[config.mk]
export PLATFORM = sky130hd
export DESIGN_NAME = ptw_walker
export DESIGN_NICKNAME = d
export VERILOG_FILES = /design/src/rtl/ptw_pkg.sv /design/src/rtl/ptw_pte_dec.sv /design/src/rtl/ptw_addr_gen.sv /design/src/rtl/ptw_perm_acc.sv /design/src/rtl/ptw_walker.sv
export SDC_FILE = /design/constraint.sdc
export NUM_CORES = 1
export LEC_CHECK = 0
export ABC_AREA = 1
export BUFFER_PORTS_ARGS = -buffer_cell sky130_fd_sc_hd__buf_2
export CORE_AREA = 2 2 126 128
export CTS_CLUSTER_DIAMETER = 150
export DETAILED_ROUTE_END_ITERATION = 7
export DIE_AREA = 0 0 128 130
export PLACE_DENSITY = 0.78
export SYNTH_ARGS = -nofsm -noshare
export SYNTH_HDL_FRONTEND = slang
export SYNTH_SLANG_ARGS = --single-unit
[constraint.sdc]
create_clock -name clk_i -period 3.5 [get_ports clk_i]
set_input_delay 0 -clock clk_i [delete_from_list [all_inputs] [get_ports clk_i]]
set_output_delay 0 -clock clk_i [all_outputs]
set_load 0.02 [all_outputs]
[src/rtl/ptw_pkg.sv]
package ptw_pkg;

  typedef enum logic [2:0] {
    ST_IDLE, ST_L4, ST_L3, ST_L2, ST_L1, ST_DONE, ST_FAULT
  } walk_state_e;

  typedef enum logic [1:0] {
    ACC_READ  = 2'b00,
    ACC_WRITE = 2'b01,
    ACC_FETCH = 2'b10,
    ACC_RSVD  = 2'b11
  } acc_e;

  typedef enum logic {
    CAUSE_NP   = 1'b0,
    CAUSE_PROT = 1'b1
  } cause_e;

  typedef struct packed {
    logic xd_any;
    logic us_all;
    logic rw_all;
  } perm_t;

endpackage

[src/rtl/ptw_pte_dec.sv]
module ptw_pte_dec #(
  parameter int PTE_W = 64,
  parameter int PA_W  = 52,
  parameter int OFF_W = 12
) (
  input  logic [PTE_W-1:0]      pte_i,
  output logic                  present_o,
  output logic                  rw_o,
  output logic                  us_o,
  output logic                  xd_o,
  output logic [PA_W-OFF_W-1:0] frame_o
);
  assign present_o = pte_i[0];
  assign rw_o      = pte_i[1];
  assign us_o      = pte_i[2];
  assign xd_o      = pte_i[PTE_W-1];
  assign frame_o   = pte_i[PA_W-1:OFF_W];

  // reserved and software bits do not take part in the walk
  logic unused_bits;
  assign unused_bits = ^{pte_i[PTE_W-2:PA_W], pte_i[OFF_W-1:3]};
endmodule

[src/rtl/ptw_addr_gen.sv]
module ptw_addr_gen #(
  parameter int VA_W  = 48,
  parameter int PA_W  = 52,
  parameter int IDX_W = 9,
  parameter int OFF_W = 12,
  localparam int LEVELS = (VA_W - OFF_W) / IDX_W,
  localparam int LVL_W  = $clog2(LEVELS)
) (
  input  logic [VA_W-1:0]       va_i,
  input  logic [PA_W-OFF_W-1:0] base_i,
  input  logic [LVL_W-1:0]      lvl_i,
  output logic [PA_W-1:0]       addr_o
);
  localparam int ENT_SH = OFF_W - IDX_W;

  logic [IDX_W-1:0] idx_tbl [LEVELS];

  for (genvar g = 0; g < LEVELS; g++) begin : g_idx
    assign idx_tbl[g] = va_i[OFF_W + g*IDX_W +: IDX_W];
  end

  logic unused_off;
  assign unused_off = ^va_i[OFF_W-1:0];

  assign addr_o = {base_i, idx_tbl[lvl_i], {ENT_SH{1'b0}}};
endmodule

[src/rtl/ptw_perm_acc.sv]
module ptw_perm_acc
  import ptw_pkg::*;
(
  input  logic  clk_i,
  input  logic  rst_ni,
  input  logic  clr_i,
  input  logic  upd_i,
  input  logic  rw_i,
  input  logic  us_i,
  input  logic  xd_i,
  input  acc_e  acc_i,
  input  logic  user_i,
  output perm_t perm_o,
  output logic  viol_o
);
  perm_t perm_q, merged;

  assign merged.rw_all = perm_q.rw_all & rw_i;
  assign merged.us_all = perm_q.us_all & us_i;
  assign merged.xd_any = perm_q.xd_any | xd_i;

  // violation judged on the set including the entry now arriving
  assign viol_o = (acc_i == ACC_WRITE && !merged.rw_all) ||
                  (user_i && !merged.us_all) ||
                  (acc_i == ACC_FETCH && merged.xd_any);

  always_ff @(posedge clk_i or negedge rst_ni) begin
    if (!rst_ni)    perm_q <= '{xd_any: 1'b0, us_all: 1'b1, rw_all: 1'b1};
    else if (clr_i) perm_q <= '{xd_any: 1'b0, us_all: 1'b1, rw_all: 1'b1};
    else if (upd_i) perm_q <= merged;
  end

  assign perm_o = perm_q;
endmodule

[src/rtl/ptw_walker.sv]
module ptw_walker
  import ptw_pkg::*;
#(
  parameter int VA_W  = 48,
  parameter int PA_W  = 52,
  parameter int IDX_W = 9,
  parameter int OFF_W = 12,
  parameter int PTE_W = 64
) (
  input  logic                  clk_i,
  input  logic                  rst_ni,
  input  logic [PA_W-OFF_W-1:0] root_i,
  input  logic                  req_valid_i,
  output logic                  req_ready_o,
  input  logic [VA_W-1:0]       req_va_i,
  input  logic [1:0]            req_acc_i,
  input  logic                  req_user_i,
  output logic                  mem_req_valid_o,
  input  logic                  mem_req_ready_i,
  output logic [PA_W-1:0]       mem_req_addr_o,
  input  logic                  mem_rsp_valid_i,
  output logic                  mem_rsp_ready_o,
  input  logic [PTE_W-1:0]      mem_rsp_data_i,
  output logic                  rsp_valid_o,
  input  logic                  rsp_ready_i,
  output logic                  rsp_fault_o,
  output logic                  rsp_cause_o,
  output logic [VA_W-1:0]       rsp_va_o,
  output logic [PA_W-1:0]       rsp_pa_o,
  output logic [2:0]            rsp_perm_o
);
  localparam int FR_W   = PA_W - OFF_W;
  localparam int LEVELS = (VA_W - OFF_W) / IDX_W;
  localparam int LVL_W  = $clog2(LEVELS);

  walk_state_e state_q, state_d;
  logic [VA_W-1:0] va_q;
  acc_e            acc_q;
  logic            user_q;
  logic [FR_W-1:0] base_q;
  logic            issued_q;
  logic [PA_W-1:0] pa_q;
  cause_e          cause_q;
  logic [LVL_W-1:0] lvl;

  logic walking, last_lvl, accept, mem_hs, ent_hs;
  logic pte_present, pte_rw, pte_us, pte_xd, viol;
  logic [FR_W-1:0] pte_frame;
  perm_t perm;

  always_comb begin
    unique case (state_q)
      ST_L4:   lvl = LVL_W'(3);
      ST_L3:   lvl = LVL_W'(2);
      ST_L2:   lvl = LVL_W'(1);
      default: lvl = LVL_W'(0);
    endcase
  end

  assign walking  = state_q inside {ST_L4, ST_L3, ST_L2, ST_L1};
  assign last_lvl = (state_q == ST_L1);

  assign req_ready_o     = (state_q == ST_IDLE);
  assign mem_req_valid_o = walking && !issued_q;
  assign mem_rsp_ready_o = walking && issued_q;
  assign accept = req_valid_i && req_ready_o;
  assign mem_hs = mem_req_valid_o && mem_req_ready_i;
  assign ent_hs = mem_rsp_valid_i && mem_rsp_ready_o;

  ptw_pte_dec #(.PTE_W(PTE_W), .PA_W(PA_W), .OFF_W(OFF_W)) u_dec (
    .pte_i     (mem_rsp_data_i),
    .present_o (pte_present),
    .rw_o      (pte_rw),
    .us_o      (pte_us),
    .xd_o      (pte_xd),
    .frame_o   (pte_frame)
  );

  ptw_addr_gen #(.VA_W(VA_W), .PA_W(PA_W), .IDX_W(IDX_W), .OFF_W(OFF_W)) u_addr (
    .va_i   (va_q),
    .base_i (base_q),
    .lvl_i  (lvl),
    .addr_o (mem_req_addr_o)
  );

  ptw_perm_acc u_perm (
    .clk_i  (clk_i),
    .rst_ni (rst_ni),
    .clr_i  (accept),
    .upd_i  (ent_hs && pte_present),
    .rw_i   (pte_rw),
    .us_i   (pte_us),
    .xd_i   (pte_xd),
    .acc_i  (acc_q),
    .user_i (user_q),
    .perm_o (perm),
    .viol_o (viol)
  );

  always_comb begin
    state_d = state_q;
    unique case (state_q)
      ST_IDLE: if (accept) state_d = ST_L4;
      ST_L4:   if (ent_hs) state_d = pte_present ? ST_L3 : ST_FAULT;
      ST_L3:   if (ent_hs) state_d = pte_present ? ST_L2 : ST_FAULT;
      ST_L2:   if (ent_hs) state_d = pte_present ? ST_L1 : ST_FAULT;
      ST_L1:   if (ent_hs) state_d = (pte_present && !viol) ? ST_DONE : ST_FAULT;
      ST_DONE, ST_FAULT: if (rsp_ready_i) state_d = ST_IDLE;
      default: state_d = ST_IDLE;
    endcase
  end

  always_ff @(posedge clk_i or negedge rst_ni) begin
    if (!rst_ni) begin
      state_q  <= ST_IDLE;
      va_q     <= '0;
      acc_q    <= ACC_READ;
      user_q   <= 1'b0;
      base_q   <= '0;
      issued_q <= 1'b0;
      pa_q     <= '0;
      cause_q  <= CAUSE_NP;
    end else begin
      state_q <= state_d;
      if (accept) begin
        va_q     <= req_va_i;
        acc_q    <= acc_e'(req_acc_i);
        user_q   <= req_user_i;
        base_q   <= root_i;
        issued_q <= 1'b0;
        pa_q     <= '0;
      end
      if (mem_hs) issued_q <= 1'b1;
      if (ent_hs) begin
        issued_q <= 1'b0;
        if (!pte_present) begin
          cause_q <= CAUSE_NP;
        end else begin
          base_q <= pte_frame;
          if (last_lvl) begin
            if (viol) cause_q <= CAUSE_PROT;
            else      pa_q    <= {pte_frame, va_q[OFF_W-1:0]};
          end
        end
      end
    end
  end

  assign rsp_valid_o = (state_q == ST_DONE) || (state_q == ST_FAULT);
  assign rsp_fault_o = (state_q == ST_FAULT);
  assign rsp_cause_o = cause_q;
  assign rsp_va_o    = va_q;
  assign rsp_pa_o    = pa_q;
  assign rsp_perm_o  = perm;
endmodule

Word level (Yosys, flattened, before mapping)
Cells that the tools add are included.

Register bits after elaboration: 151. Bits in latches: 0. Memory bits (writable): 0. Memory bits (read-only): 0. Input bits: 161. Output and inout port bits: 161. Logic and storage cells: 87. Memories: 0.

Add/subtract/negate cells: 0. Multipliers: 0. Div/mod/pow operators: 0. $lt $le $gt $ge: 1. Equality and inequality tests: 16. Shift operators: 0. Multiplexer cells: 31. Bitwise operators: 4. Reductions and logical operators: 24.

Operator list (number): 52-bit 2-to-1 mux (5); 40-bit 2-to-1 mux (3); 3-bit 2-to-1 mux (10); 9-bit binary-select mux with 2-bit select (1); 9-bit 2-to-1 mux (2); 3-bit case mux with 6 select lines (1); 1-bit logical AND (10); 3-bit equality test (second input constant) (3); 2-bit by 1-bit inequality test with 1-bit output (second input constant) (4); 2-bit inequality test (second input constant) (4); 3-bit by 2-bit equality test with 1-bit output (second input constant) (2); 1-bit 2-to-1 mux (6); 2-bit case mux with 3 select lines (1); 6-bit AND reduction (1); 1-bit logical NOT (4); 2-bit 2-to-1 mux (2); 4-bit nonzero test (1); 3-bit by 1-bit equality test with 1-bit output (second input constant) (1); 3-bit greater-or-equal comparator (second input constant) (1); 3-bit logical NOT (1); 1-bit logical OR (3); 2-bit inverter with 3-bit output (1); 3-bit AND reduction (1); 3-bit nonzero test (1); 6 further kinds (7).

Logic depth before layout (Yosys ltp)
Depth after elaboration: 10. Depth in mapped cells: 11. Depth with buffers taken out: 9.

Modules after synthesis
A second synthesis with hierarchy kept.

Cell total of the unflattened synthesis: 1060. Area total of the unflattened synthesis: 7912.6 sq um.

Modules (own cells, without submodules): ptw_walker (times used 1, cells each 844, area an instance 6598.8 sq um, sequential area each 3703.6 sq um); ptw_addr_gen (times used 1, cells each 149, area an instance 818.3 sq um, sequential area each 0.0 sq um); ptw_pte_dec (times used 1, cells each 44, area an instance 330.3 sq um, sequential area each 0.0 sq um); ptw_perm_acc (times used 1, cells each 23, area an instance 165.2 sq um, sequential area each 77.6 sq um).

Worst setup path before layout
OpenSTA, ideal clock, no wires.

Path kind: reg2reg. From: register u_perm.perm_q, in the netlist u_perm.perm_o[1]. To: register pa_q[10] (netlist: rsp_pa_o[10]). Setup time: 0.117 ns. Arrival time: 1.491 ns. Required time: 3.383 ns. Path slack: 1.893 ns. Stages on the path, launching flop included: 9. Buffers on the path: 1. Period minus slack after synthesis: 1.607 ns. Cells stage by stage: dfstp_2 -> nand2_1 -> a21oi_1 -> nand3_1 -> nor2_2 -> nand2_2 -> buf_2 -> nand2_1 -> nand2_1.

Cells in the longest elaborated chain, start to end: 9.

Ends and longest elaborated chain: start: declaration (RTL line ptw_perm_acc.sv:16) `perm_t perm_q, merged;`; start signal: assignment (RTL line ptw_perm_acc.sv:28) `if (!rst_ni) perm_q <= '{xd_any: 1'b0, us_all: 1'b1, rw_all: 1'b1};`; start signal: assignment (RTL line ptw_perm_acc.sv:29) `else if (clr_i) perm_q <= '{xd_any: 1'b0, us_all: 1'b1, rw_all: 1'b1};`; start signal: assignment (RTL line ptw_perm_acc.sv:30) `else if (upd_i) perm_q <= merged;`; 1-bit bitwise AND (RTL line ptw_perm_acc.sv:19) `assign merged.us_all = perm_q.us_all & us_i;`; 1-bit logical NOT (RTL line ptw_perm_acc.sv:24) `(user_i && !merged.us_all) ||`; 1-bit logical AND (RTL line ptw_perm_acc.sv:24); 1-bit logical OR (RTL line ptw_perm_acc.sv:23) `assign viol_o = (acc_i == ACC_WRITE && !merged.rw_all) ||`; 1-bit logical OR (RTL line ptw_perm_acc.sv:24); 52-bit 2-to-1 mux (RTL line ptw_walker.sv:141) `if (viol) cause_q <= CAUSE_PROT;`; 52-bit 2-to-1 mux (RTL line ptw_walker.sv:140) `if (last_lvl) begin`; 52-bit 2-to-1 mux (RTL line ptw_walker.sv:136) `if (!pte_present) begin`; 52-bit 2-to-1 mux (RTL line ptw_walker.sv:134) `if (ent_hs) begin`; end signal: assignment (RTL line ptw_walker.sv:142) `else pa_q <= {pte_frame, va_q[OFF_W-1:0]};`; end: declaration (RTL line ptw_walker.sv:42) `logic [PA_W-1:0] pa_q;`.

Every way passes these cells. A chain may end at the register's enable or synchronous reset.

Worst setup path in the final report
From: register state_q[0]. To: register base_q[25].

Cells in the longest elaborated chain, start to end: 5. Elaborated cells between the ends (all ways): 12. Those cells by class: eq/ne (4); mux (3); reduce/logical (5).

Ends and longest elaborated chain: start: declaration (RTL line ptw_walker.sv:36) `walk_state_e state_q, state_d;`; start signal: assignment (RTL line ptw_walker.sv:124) `state_q <= state_d;`; 3-bit by 1-bit equality test with 1-bit output (tied with other cells) (RTL line ptw_walker.sv:60) `assign walking = state_q inside {ST_L4, ST_L3, ST_L2, ST_L1};`; 4-bit nonzero test or 1-bit logical AND (tied branches) (RTL line ptw_walker.sv:60, ptw_walker.sv:66); 1-bit logical AND or 40-bit 2-to-1 mux (tied branches) (RTL line ptw_walker.sv:65, ptw_walker.sv:125); 1-bit logical AND or 40-bit 2-to-1 mux (tied branches) (RTL line ptw_walker.sv:68, ptw_walker.sv:136); 40-bit 2-to-1 mux * (RTL line ptw_walker.sv:134); end signal: assignment (RTL line ptw_walker.sv:129) `base_q <= root_i;`; end signal: assignment (RTL line ptw_walker.sv:139) `base_q <= pte_frame;`; end: declaration (RTL line ptw_walker.sv:40) `logic [FR_W-1:0] base_q;`.

Mark *: on every way between the ends. The rest lies on a longest branch, timed or not.

==> metrics.log <==
INFO  metric synth.ff_latch_count = 151
INFO  metric chipWidth = 128 um
INFO  metric floorplan.io_pins = 322
INFO  metric cts_tree = yes
INFO  metric layout.nets = 1,472
INFO  metric clock_insertion_delay_worst_skew = 430 ps
INFO  metric grt_antenna_before_repair = 0
INFO  metric worst_slack = 755.1 ps
INFO  metric finalHoldViolations = 0
INFO  metric synth_area_leaders = sky130_fd_sc_hd__dfrtp_1 (51%), sky130_fd_sc_hd__nand2_1 (20%), sky130_fd_sc_hd__nand3_1 (6.5%)
INFO  metric arrival = 3110 ps
INFO  metric numCtsBuffers = 17
INFO  metric timing_worst_slew_pin_value = 923.3 ps
INFO  metric number_of_setup_buffers_added_after_cts = 0
INFO  metric global_route.usage.total = 0.2993
INFO  metric placeableCoreArea = 15,420 um^2
INFO  metric power.internal = 0.005231 W
INFO  metric tritoncts_num_sinks = 151
INFO  metric grt_overflow = 0
INFO  metric final_cell_mix = sky130_fd_sc_hd__nand2_1 (400), sky130_fd_sc_hd__buf_2 (297), sky130_fd_sc_hd__dfrtp_1 (149)
INFO  metric cp_slowest_stage_delay = 560 ps
INFO  metric htreeDepth = 4
INFO  metric final.min_clock_period = 2745 ps
INFO  metric peakVddDrop = 0.3962 mV
INFO  metric cts.root.buffer_cell = sky130_fd_sc_hd__clkbuf_16
INFO  metric grt_util_met1 = 0.3401
INFO  metric detail-route-antenna-nets = 0
INFO  metric place_hpwl = 14.15 mm
INFO  metric final_min_period_over_clock_period = 0.7843
INFO  metric drive_above_1_share = 0.2998
INFO  metric routabilityCongestion = 0.8792
INFO  metric power.static_leakage = 6.500 nW
INFO  metric mostFrequentLayoutCell = sky130_fd_sc_hd__nand2_1
INFO  metric timing.setup.tns = 0 ps
INFO  metric multi_input_gate_area = 2987 um^2
INFO  metric crit-reg2reg-launch = state_q[0]
INFO  metric power.sequential.fraction = 0.302
INFO  metric grt_setup_unrepaired = false
INFO  metric rows = 46
INFO  metric clock_tree.buffer_depth = 2
INFO  metric maximum_number_of_pins_on_one_net_before_global_route_repair = 99
INFO  metric synth.largest_area_cell = sky130_fd_sc_hd__dfrtp_1
INFO  metric layout_filler_cell_count = 1,136
INFO  metric combinationalPowerShare = 0.501
INFO  metric worst-endpoint-required = 3860 ps
INFO  metric dieHeight = 130 um
INFO  metric syn2layout_area_growth = 47.54%
INFO  metric clkPwrFrac = 0.198
INFO  metric synth_seq_area_share = 0.5153
INFO  metric sequential_cell_area = 3781 um^2
INFO  metric cts.reportedPaths.clkPinSlew = 60 ps
INFO  metric detail_route.first_pass.iterations = 5
INFO  metric critical_path.max_fanout = 87
INFO  metric placement.setup.worst_slack = 1422 ps
INFO  metric max_cap_viol_count = 0
INFO  metric netlist_area = 7338 um^2
INFO  metric cts.hold.buffers_added = 137
INFO  metric power_switching = 0.003970 W
INFO  metric criticalPathCategory = reg -> reg
INFO  metric drt-initial-drc-count = 536
INFO  metric worst_setup_path_start_kind = flip-flop
INFO  metric synth_warnings = 0
INFO  metric vias_in_the_first_global_route = 7,843
INFO  metric max-slew-margin-rel = 0.3845
INFO  metric hold_path_class = in -> reg
INFO  metric total_inserted_antenna_cells = 0
INFO  metric drt-vias-per-instance = 5.100
INFO  metric fmax = 364.3 MHz
INFO  metric worst_path_max_delay_cell = sky130_fd_sc_hd__dlygate4sd3_1
INFO  metric drc = 0
INFO  metric vias = 7,731
INFO  metric synth_area_per_cell = 8.154 um^2
INFO  metric global_route.peak_usage_layer = met2
INFO  metric netlist_instances = 900
INFO  metric critical_path.endpoint_type = flip-flop
INFO  metric cpMostUsedCell = sky130_fd_sc_hd__nand2_1
INFO  metric cts.repair.resized = 0
INFO  metric slew_violations = 0
INFO  metric route.detailed.wl_per_inst = 16.68 um
INFO  metric netSwitchingFraction = 0.4315
INFO  metric cellPowerDensity = 849.9 nW/um^2
INFO  metric status = finished, final reports clean
INFO  metric detail_route.wirelength = 25.28 mm
INFO  metric worst_path_cell_trace = nor2_4 -> nand2_1 -> inv_2 -> nand2_8 -> buf_4 -> nand2_1 -> nand2_1 -> nand2_1 -> nand2_1 -> dlygate4sd3_1
INFO  metric postLayoutCoreUtil = 0.7019
INFO  metric critical_path.startpoint = state_q[0]
INFO  metric timing.final.setup_violations = 0
INFO  metric post-synth-top-area-fraction = 0.5081
INFO  metric placement.io_buffers = 298
INFO  metric grt_pass1_wl = 38.68 mm
INFO  metric post_synth_num_cell_types = 26
INFO  metric floorplan.initialDensity = 0.4757
INFO  metric worst_hold_launch = mem_rsp_data_i[0]
INFO  metric grt_met3_use = 0.06765
INFO  metric finalClockSkew = 14.23 ps
INFO  metric global_routing_usage_on_met2 = 0.5159
INFO  metric floorplan.die_area = 16,640 um^2
## cells in the mapped netlist
| cell type | count |
|---|---|
| sky130_fd_sc_hd__a21oi_1 | 13 |
| sky130_fd_sc_hd__nand3b_1 | 1 |
| sky130_fd_sc_hd__dfstp_2 | 2 |
| sky130_fd_sc_hd__o21ai_0 | 12 |
| sky130_fd_sc_hd__dfrtp_1 | 149 |
| sky130_fd_sc_hd__nand2_2 | 5 |
| sky130_fd_sc_hd__nand3_2 | 1 |
| sky130_fd_sc_hd__nand3_1 | 96 |
| sky130_fd_sc_hd__nor3_1 | 1 |
| sky130_fd_sc_hd__o211ai_1 | 10 |
| sky130_fd_sc_hd__nand4_1 | 2 |
| sky130_fd_sc_hd__mux2_4 | 13 |
| sky130_fd_sc_hd__clkbuf_1 | 11 |
| sky130_fd_sc_hd__inv_1 | 72 |
| sky130_fd_sc_hd__conb_1 | 1 |
| sky130_fd_sc_hd__buf_6 | 4 |
| sky130_fd_sc_hd__nor2_4 | 2 |
| sky130_fd_sc_hd__nand2_1 | 400 |
| sky130_fd_sc_hd__nor2_2 | 1 |
| sky130_fd_sc_hd__mux2i_1 | 9 |
| sky130_fd_sc_hd__inv_2 | 6 |
| sky130_fd_sc_hd__nor3b_1 | 1 |
| sky130_fd_sc_hd__nor2_1 | 19 |
| sky130_fd_sc_hd__mux2_2 | 28 |
| sky130_fd_sc_hd__buf_2 | 36 |
| sky130_fd_sc_hd__buf_4 | 5 |
## final timing paths
path	cells past startpoint	to	slack [ps]
worst min-delay path	4	state_q[2]	20
worst max register to register	10	base_q[25]	760
min in group asynchronous	2	rsp_va_o[6]	270
worst max-delay path	10	base_q[25]	760
max in group asynchronous	3	base_q[5]	2250
worst min register to register	2	u_perm.perm_o[1]	480
## per-stage QoR
stage	cells	cell area (um^2)	hold slack, ps	power, W
floorplan	902	7346	-295.6	0.005428
global placement	1347	8881	170.0	0.006615
detailed placement	1347	8881	176.2	0.006704
CTS	1516	10830	12.82	0.009021
global route	1516	10830	59.79	0.009729
finish	1516	10830	21.74	0.009202
## critical path, delay by kind of cell (launching register included)
family                 cells  cell delay [ps]
buffers and inverters      3             1100
flip-flops                 1              510
AND/OR/NAND/NOR            7             1000
## logic make-up after synthesis
| kind of cell | Yosys count | share of synthesized area |
|---|---|---|
| AO/OA/AOI/OAI | 35 | 0.02728 |
| buffers and inverters | 134 | 0.08133 |
| flip-flops | 151 | 0.5153 |
| multiplexers | 50 | 0.08184 |
| other | 1 | 0.0005110 |
| AND/OR/NAND/NOR | 529 | 0.2938 |
## per-layer routing
layer  part of all wire  wire length [um]
met1               0.38              9558
met2               0.50             12700
met3              0.065              1648
met4              0.054              1372
met5                  0                 0
## power groups by stage
| stage | Sequential, W | Clock, W | Combinational, W |
|---|---|---|---|
| 2_1_floorplan | 0.00341 | 0 | 0.00201 |
| 3_3_place_gp | 0.00273 | 0 | 0.00388 |
| 3_5_place_dp | 0.00276 | 0 | 0.00395 |
| 4_1_cts | 0.00273 | 0.00183 | 0.00446 |
| 5_1_grt | 0.00283 | 0.00191 | 0.00498 |
| 6_report | 0.00278 | 0.00182 | 0.00461 |
## flip-flops by register name, indices dropped and copies added, names as in the netlist
register / count
issued_q: 1
rsp_pa_o: 52
state_q: 3
rsp_cause_o: 1
u_perm.perm_o: 3
user_q: 1
rsp_va_o: 48
acc_q: 2
base_q: 40
## final cells by class
class | count | area share
timing repair buffer | 446 | 0.2726
sequential | 151 | 0.3492
tap | 192 | 0.02219
inverter | 78 | 0.02704
clock inverter | 12 | 0.01179
clock buffer | 20 | 0.04126
multi-input combinational | 617 | 0.2759
No activity file was read; power rests on OpenSTA's default activity.
